File: src/rtl/cycmon_pkg.sv
package cycmon_pkg;
    // Flag bit positions as seen by the host
    localparam int unsigned FLAG_STARTED = 0;
    localparam int unsigned FLAG_LOST    = 1;
    localparam int unsigned FLAG_DONE    = 2;
    localparam int unsigned NUM_FLAGS    = 3;

    typedef enum logic [1:0] {
        ST_IDLE = 2'd0,
        ST_WAIT = 2'd1,
        ST_SEND = 2'd2
    } cyc_state_t;
endpackage

File: src/rtl/cycmon_fsm.sv
module cycmon_fsm
    import cycmon_pkg::*;
(
    input  logic clk,
    input  logic rst_n,
    input  logic master_en,
    input  logic cyc_tick,
    input  logic cs_sent,
    input  logic cs_rcvd,
    input  logic subact_gap,
    output logic send_cs_req,
    output logic cycle_pending,
    output logic ev_started,
    output logic ev_lost,
    output logic ev_done
);
    cyc_state_t state_q, state_d;
    cyc_state_t open_state;
    logic       strobe;

    assign strobe     = cs_sent | cs_rcvd;
    assign open_state = master_en ? ST_SEND : ST_WAIT;

    // State register
    always_ff @(posedge clk or negedge rst_n) begin
        if (!rst_n) state_q <= ST_IDLE;
        else        state_q <= state_d;
    end

    // Next state
    always_comb begin
        state_d = state_q;
        unique case (state_q)
            ST_IDLE: begin
                if (cyc_tick) state_d = open_state;
            end
            ST_WAIT: begin
                if (cyc_tick)    state_d = open_state;
                else if (strobe) state_d = ST_IDLE;
            end
            ST_SEND: begin
                if (cyc_tick)        state_d = open_state;
                else if (strobe)     state_d = ST_IDLE;
                else if (!master_en) state_d = ST_WAIT;
            end
            default: state_d = ST_IDLE;
        endcase
    end

    // Outputs decoded from state, events from state and inputs
    always_comb begin
        send_cs_req   = 1'b0;
        cycle_pending = 1'b0;
        unique case (state_q)
            ST_IDLE: ;
            ST_WAIT: cycle_pending = 1'b1;
            ST_SEND: begin
                cycle_pending = 1'b1;
                send_cs_req   = 1'b1;
            end
            default: ;
        endcase
        ev_started = strobe;
        ev_lost    = cycle_pending & cyc_tick & ~strobe;
        ev_done    = subact_gap & ~cycle_pending;
    end

    assert_req_in_window_R3: assert property (@(posedge clk) disable iff (!rst_n)
        send_cs_req |-> cycle_pending);
    assert_tick_opens_R2: assert property (@(posedge clk) disable iff (!rst_n)
        cyc_tick |=> cycle_pending);
    assert_master_req_R3: assert property (@(posedge clk) disable iff (!rst_n)
        (cyc_tick && master_en) |=> send_cs_req);
    assert_close_on_strobe_R2: assert property (@(posedge clk) disable iff (!rst_n)
        (cycle_pending && strobe && !cyc_tick) |=> !cycle_pending);
    assert_hold_window_R2: assert property (@(posedge clk) disable iff (!rst_n)
        (cycle_pending && !strobe) |=> cycle_pending);
    assert_withdraw_R10: assert property (@(posedge clk) disable iff (!rst_n)
        (send_cs_req && !master_en && !strobe && !cyc_tick) |=> (!send_cs_req && cycle_pending));
endmodule

File: src/rtl/cycmon_flags.sv
module cycmon_flags #(
    parameter int unsigned WIDTH = 3
) (
    input  logic             clk,
    input  logic             rst_n,
    input  logic [WIDTH-1:0] set_ev,
    input  logic [WIDTH-1:0] clr_w1c,
    output logic [WIDTH-1:0] flags
);
    for (genvar i = 0; i < WIDTH; i++) begin : g_flag
        always_ff @(posedge clk or negedge rst_n) begin
            if (!rst_n) flags[i] <= 1'b0;
            else        flags[i] <= set_ev[i] | (flags[i] & ~clr_w1c[i]);
        end

        assert_set_wins_R9: assert property (@(posedge clk) disable iff (!rst_n)
            set_ev[i] |=> flags[i]);
        assert_w1c_R8: assert property (@(posedge clk) disable iff (!rst_n)
            (flags[i] && clr_w1c[i] && !set_ev[i]) |=> !flags[i]);
        assert_sticky_R8: assert property (@(posedge clk) disable iff (!rst_n)
            (flags[i] && !clr_w1c[i]) |=> flags[i]);
    end
endmodule

File: src/rtl/iso_cycle_monitor.sv
module iso_cycle_monitor
    import cycmon_pkg::*;
(
    input  logic                 clk,
    input  logic                 rst_n,
    input  logic                 master_en,
    input  logic                 cyc_tick,
    input  logic                 cs_sent,
    input  logic                 cs_rcvd,
    input  logic                 subact_gap,
    input  logic [NUM_FLAGS-1:0] irq_clr,
    output logic [NUM_FLAGS-1:0] irq_flags,
    output logic                 send_cs_req,
    output logic                 cycle_pending
);
    logic                 ev_started, ev_lost, ev_done;
    logic [NUM_FLAGS-1:0] set_vec;

    cycmon_fsm u_fsm (
        .clk          (clk),
        .rst_n        (rst_n),
        .master_en    (master_en),
        .cyc_tick     (cyc_tick),
        .cs_sent      (cs_sent),
        .cs_rcvd      (cs_rcvd),
        .subact_gap   (subact_gap),
        .send_cs_req  (send_cs_req),
        .cycle_pending(cycle_pending),
        .ev_started   (ev_started),
        .ev_lost      (ev_lost),
        .ev_done      (ev_done)
    );

    always_comb begin
        set_vec               = '0;
        set_vec[FLAG_STARTED] = ev_started;
        set_vec[FLAG_LOST]    = ev_lost;
        set_vec[FLAG_DONE]    = ev_done;
    end

    cycmon_flags #(.WIDTH(NUM_FLAGS)) u_flags (
        .clk    (clk),
        .rst_n  (rst_n),
        .set_ev (set_vec),
        .clr_w1c(irq_clr),
        .flags  (irq_flags)
    );

    assert_done_outside_window_R7: assert property (@(posedge clk) disable iff (!rst_n)
        (subact_gap && cycle_pending && !irq_flags[FLAG_DONE]) |=> !irq_flags[FLAG_DONE]);
    assert_no_loss_on_strobe_R6: assert property (@(posedge clk) disable iff (!rst_n)
        ((cs_sent || cs_rcvd) && !irq_flags[FLAG_LOST]) |=> !irq_flags[FLAG_LOST]);
endmodule

File: config.mk
export PLATFORM = sky130hd
export DESIGN_NAME = iso_cycle_monitor
export DESIGN_NICKNAME = d
export VERILOG_FILES = /design/src/rtl/cycmon_pkg.sv /design/src/rtl/cycmon_fsm.sv /design/src/rtl/cycmon_flags.sv /design/src/rtl/iso_cycle_monitor.sv
export SDC_FILE = /design/constraint.sdc
export NUM_CORES = 1
export LEC_CHECK = 0
export ABC_AREA = 1
export ABC_CLOCK_PERIOD_IN_PS = 2270
export BUFFER_PORTS_ARGS = -buffer_cell sky130_fd_sc_hd__buf_2
export CORE_AREA = 2 2 39 41
export CTS_CLUSTER_SIZE = 10
export DETAILED_ROUTE_END_ITERATION = 7
export DIE_AREA = 0 0 41 43
export GPL_ROUTABILITY_DRIVEN = 0
export PLACE_DENSITY_LB_ADDON = 0.08
export REMOVE_ABC_BUFFERS = 1
export SLEW_MARGIN = 20
export SYNTH_ARGS = -nofsm -noshare
export SYNTH_HDL_FRONTEND = slang
export SYNTH_SLANG_ARGS = --single-unit
File: constraint.sdc
create_clock -name clk -period 2.27 [get_ports clk]
set_clock_uncertainty 0.15 [all_clocks]
set_input_delay 0.3405 -clock clk [delete_from_list [all_inputs] [get_ports clk]]
set_output_delay 0.3405 -clock clk [all_outputs]
set_load 0.01 [all_outputs]
# --- Word-level counts from Yosys, hierarchy flattened ---
# Index checks and enable logic that the tools add are counted.
word_totals:
  reg_bits: 5
  input_bits: 10
  out_inout_bits: 5
  word_cells: 37
classes:
  n_eq_ne: 5
  mux: 10
  n_bitwise: 15
  n_reduce_logical: 3
ops:
  columns: ["op", "count"]
  rows:
  - ["2-bit 2-to-1 mux", 7]
  - ["1-bit AND", 6]
  - ["2-bit case mux with 3 select lines", 1]
  - ["1-bit NOT", 5]
  - ["4-bit by 3-bit inequality test with 1-bit output (second input constant)", 1]
  - ["1-bit OR", 4]
  - ["3-bit by 2-bit inequality test with 1-bit output (second input constant)", 1]
  - ["3-bit AND reduction", 1]
  - ["2-bit by 1-bit == test with 1-bit output (second input constant)", 1]
  - ["2-bit == test (second input constant)", 1]
  - ["2-bit logical NOT", 1]
  - ["1-bit 2-to-1 mux", 2]
  - ["2-bit inequality test (second input constant)", 1]
  - ["2-bit OR reduction", 1]

# --- Depth between registers and ports, before layout ---
depth:
  word_depth: 6
  depth_mapped: 9
  mapped_depth_nobuf: 9

# --- Hierarchy ---
# From an unflattened synthesis, not the netlist that was laid out.
hier_totals:
  hier_cells: 57
  hier_area_um2: 376.6
by_module_without_submodules:
  columns: ["module", "instances", "cells_each", "area_per_inst_um2", "seq_area_each_um2"]
  rows:
  - ["cycmon_fsm", 1, 42, 256.5, 50.0]
  - ["cycmon_flags", 1, 15, 120.1, 75.1]

# --- Worst setup path before layout ---
# Ideal clock, no wire load.
synth_timing:
  path_type: "register -> register"
  from: "reg u_fsm.state_q[0]"
  to: "reg u_fsm.state_q[0]"
  setup_time_ns: 0.119
  arrival_ns: 1.052
  t_required_ns: 2.001
  path_slack_ns: 0.950
  stages_incl_launch_ff: 8
  path_buffers: 0
  synth_period_minus_slack_ns: 1.320
  cell_sequence: "dfrtp_1 inv_1 ha_1 nand2_2 nor2_4 nor2_4 nand3_1 nand2_1"
synth_between:
  elab_chain_len: 3
  elab_cells_between_ends: 8
  cone_classes: "eq/ne (5); mux (1); reduce/logical (2)"
synth_lines:
  columns: ["element", "line_no", "source"]
  rows:
  - ["start, declared", "cycmon_fsm.sv:17", "cyc_state_t state_q, state_d;"]
  - ["start signal, assigned", "cycmon_fsm.sv:27", "else state_q <= state_d;"]
  - ["2-bit == test (tied with other cells)", "cycmon_fsm.sv:33", "unique case (state_q)"]
  - ["4-bit by 3-bit inequality test with 1-bit output (no source line) (tied with other cells)", null, null]
  - ["3-bit AND reduction (no source line)", null, null]
# Several ways; a longest one is shown, not always the timed one.
# A chain may end at the register's enable or synchronous reset.

# --- Worst setup path in the final report ---
layout_timing:
  from: "reg u_fsm.state_q[0]"
  to: "out cycle_pending"
layout_between:
  elab_chain_len: 3
  elab_cells_between_ends: 4
  cone_classes: "eq/ne (2); mux (1); reduce/logical (1)"
layout_lines:
  columns: ["element", "line_no", "source"]
  rows:
  - ["2-bit by 1-bit == test with 1-bit output / 2-bit == test (equally long branches)", "cycmon_fsm.sv:54", "unique case (state_q)"]
  - ["2-bit OR reduction (no source line) *", null, null]
  - ["1-bit 2-to-1 mux *", "cycmon_fsm.sv:54", null]
  - ["end, declared", "iso_cycle_monitor.sv:14", "output logic cycle_pending"]
# Every way passes the cells marked *; elsewhere a longest branch is shown, timed or not.

==> impl_metrics.yaml <==
outcome:
  outcome: "finished clean"
finish:
  n_antenna_cell: 0
  drive_gt1_share_pct: 35.3
  syn_to_final_growth_pct: 34.6
  final_cells: 84
  final_util_pct: 35.5
  nets: 83
  final_common_cell: "buf_2"
  final_cell_mix: "buf_2, inv_1, nand2_1"
logic_synthesis:
  syn_avg_cell_area_sq_um: 7.46
  synth_area_sq_um: 365
  yosysWarnings: 0
  yosysSeqAreaShare_pct: 34.2
  synth_cells: 49
  synth_seq_cells: 5
  ys_types: 14
clocking:
  clk_path_buf_depth: 2
  clk_pin_slew_ns: 0.04
  cts_tree: "yes"
  cts-root-buf: "clkbuf_4"
  cts_htree_levels: 1
  cts_buffers: 3
  worst_skew_pair.late_latency_ns: 0.23
  cts_resized: 0
  cts.sinks: 5
floorplanning:
  fp-row-count: 14
  die_w_um: 41
  start_util_pct: 26.4
  fp.dieH_um: 43
  die_area_sq_mm: 0.00176
  core_area_sq_mm: 0.00138
  io_pins: 15
global_route:
  overflow: 0
  antenna_found_initial: 0
  grt_max_degree: 7
  grt_pass1_wl_mm: 1.30
  grtUsageTotal_pct: 11.2
  grt_pass1_vias: 344
run:
  max_cap_violations: 0
sta:
  fin_crit_sh_pct: 72.9
  fin_tns_setup_ns: 0
  hold_viol_final: 0
  setup_viol: 0
  min_period_ns: 1.66
  maxSlewHeadroom_pct: 86.8
  maxSlewViolCount: 0
  worst_pin_slew_ns: 0.198
  max_freq_mhz: 604
  rsz0062_at_grt: "false"
place:
  portBuffers: 14
  place_hpwl_um: 637
  numPlacedInstances: 79
hold_path:
  holdPathStages: 2
  min_path_type: "in -> reg"
setup_path:
  crit_path_max_fanout: 4
  rr_worst_depth: 8
  path_class: "reg -> out"
  start_kind: "register"
  cp.required_ns: 1.78
  cp_data_arrival_time_ns: 1.16
  endpoint_kind: "primary output"
drt:
  drt_iter0_drc: 5
  routedWlPerCell_um: 8.89
  detail-route-antenna-nets: 0
  vias_per_cell: 4.06
  via_count: 341
  routed_wirelength_um: 747
  firstDrtPassIters: 2
  drc_errors: 0
power_and_ir_drop:
  p_leak_nw: 0.273
  p_per_area_mw_per_mm2: 974
  ir_drop_uv: 428
[registers in the layout (all words and copies together) (netlist names)]
| signal | count |
|---|---|
| u_fsm.state_q | 2 |
| u_flags.flags | 3 |
[worst max-delay path: stages (launching register included)]
cell	delay [ns]
dfrtp_1	0.38
inv_1	0.07
ha_1	0.32
buf_2	0.15
[where the power goes]
part | internal [mW] | switching [mW]
logic | 0.0994 | 0.141
clock network | 0.0662 | 0.0331
registers | 0.119 | 0.0209
[path summary, 6_finish.rpt]
kind	end	slack [ns]	start
max in group asynchronous	u_fsm.state_q[1]	1.54	rst_n
min	u_flags.flags[1]	0.12	irq_clr[1]
max reg2reg	u_fsm.state_q[0]	0.87	u_fsm.state_q[0]
min reg2reg	u_flags.flags[0]	0.36	u_flags.flags[0]
max	cycle_pending	0.61	u_fsm.state_q[0]
min in group asynchronous	u_flags.flags[2]	0.30	rst_n
[metrics by stage]
| stage | hold slack (ns) | setup slack, ns | instance area, sq um | power (mW) |
|---|---|---|---|---|
| after floorplan | -0.105 | 0.950 | 365 | 0.306 |
| after global placement | 0.0125 | 0.847 | 455 | 0.387 |
| after detailed placement | 0.0121 | 0.856 | 455 | 0.383 |
| after CTS | 0.115 | 0.594 | 492 | 0.489 |
| after global routing | 0.130 | 0.543 | 492 | 0.527 |
| final | 0.123 | 0.615 | 492 | 0.479 |
[cells by family after synthesis]
kind of cell / after synthesis / share of synthesized area [%]
adder cells (fa/ha/maj): 4 / 13.7
AND/OR/NAND/NOR: 19 / 27.1
buffers and inverters: 12 / 12.3
AO/OA/AOI/OAI: 9 / 12.7
flip-flops: 5 / 34.2
[synthesized netlist by cell type]
cell type,number,area [sq um]
nor2_1,1,3.75
nor2_4,2,22.5
ha_1,4,50.1
inv_1,11,41.3
nand2_2,3,18.8
o21ai_0,2,10.0
nand2_1,10,37.5
o21ai_1,4,20.0
inv_2,1,3.75
o22ai_1,1,6.26
nand3_1,2,10.0
dfrtp_1,5,125
a21oi_1,2,10.0
nor2_2,1,6.26
[area by class of cell]
| type | count | area [sq um] |
|---|---|---|
| fillers | 155 | 892 |
| multi-input cells | 32 | 195 |
| flip-flops and latches | 5 | 125 |
| repair buffers | 15 | 80.1 |
| inverters | 12 | 45.0 |
| clock buffers | 4 | 26.3 |
| well taps | 16 | 20.0 |
[what timing repair did]
item / 4_1_cts / 5_1_grt
endpoints found under the hold margin: 5 / 0
hold buffers: 1 / 0
setup buffers: 0 / 0
[metal layers]
layer | global-route usage (%) | wire length (um)
met1 | 14.0 | 361
met3 | 1.57 | 29
met5 | 0 | 0
met4 | 8.00 | 0
met2 | 16.6 | 356
No activity file was read; power rests on OpenSTA's default activity.
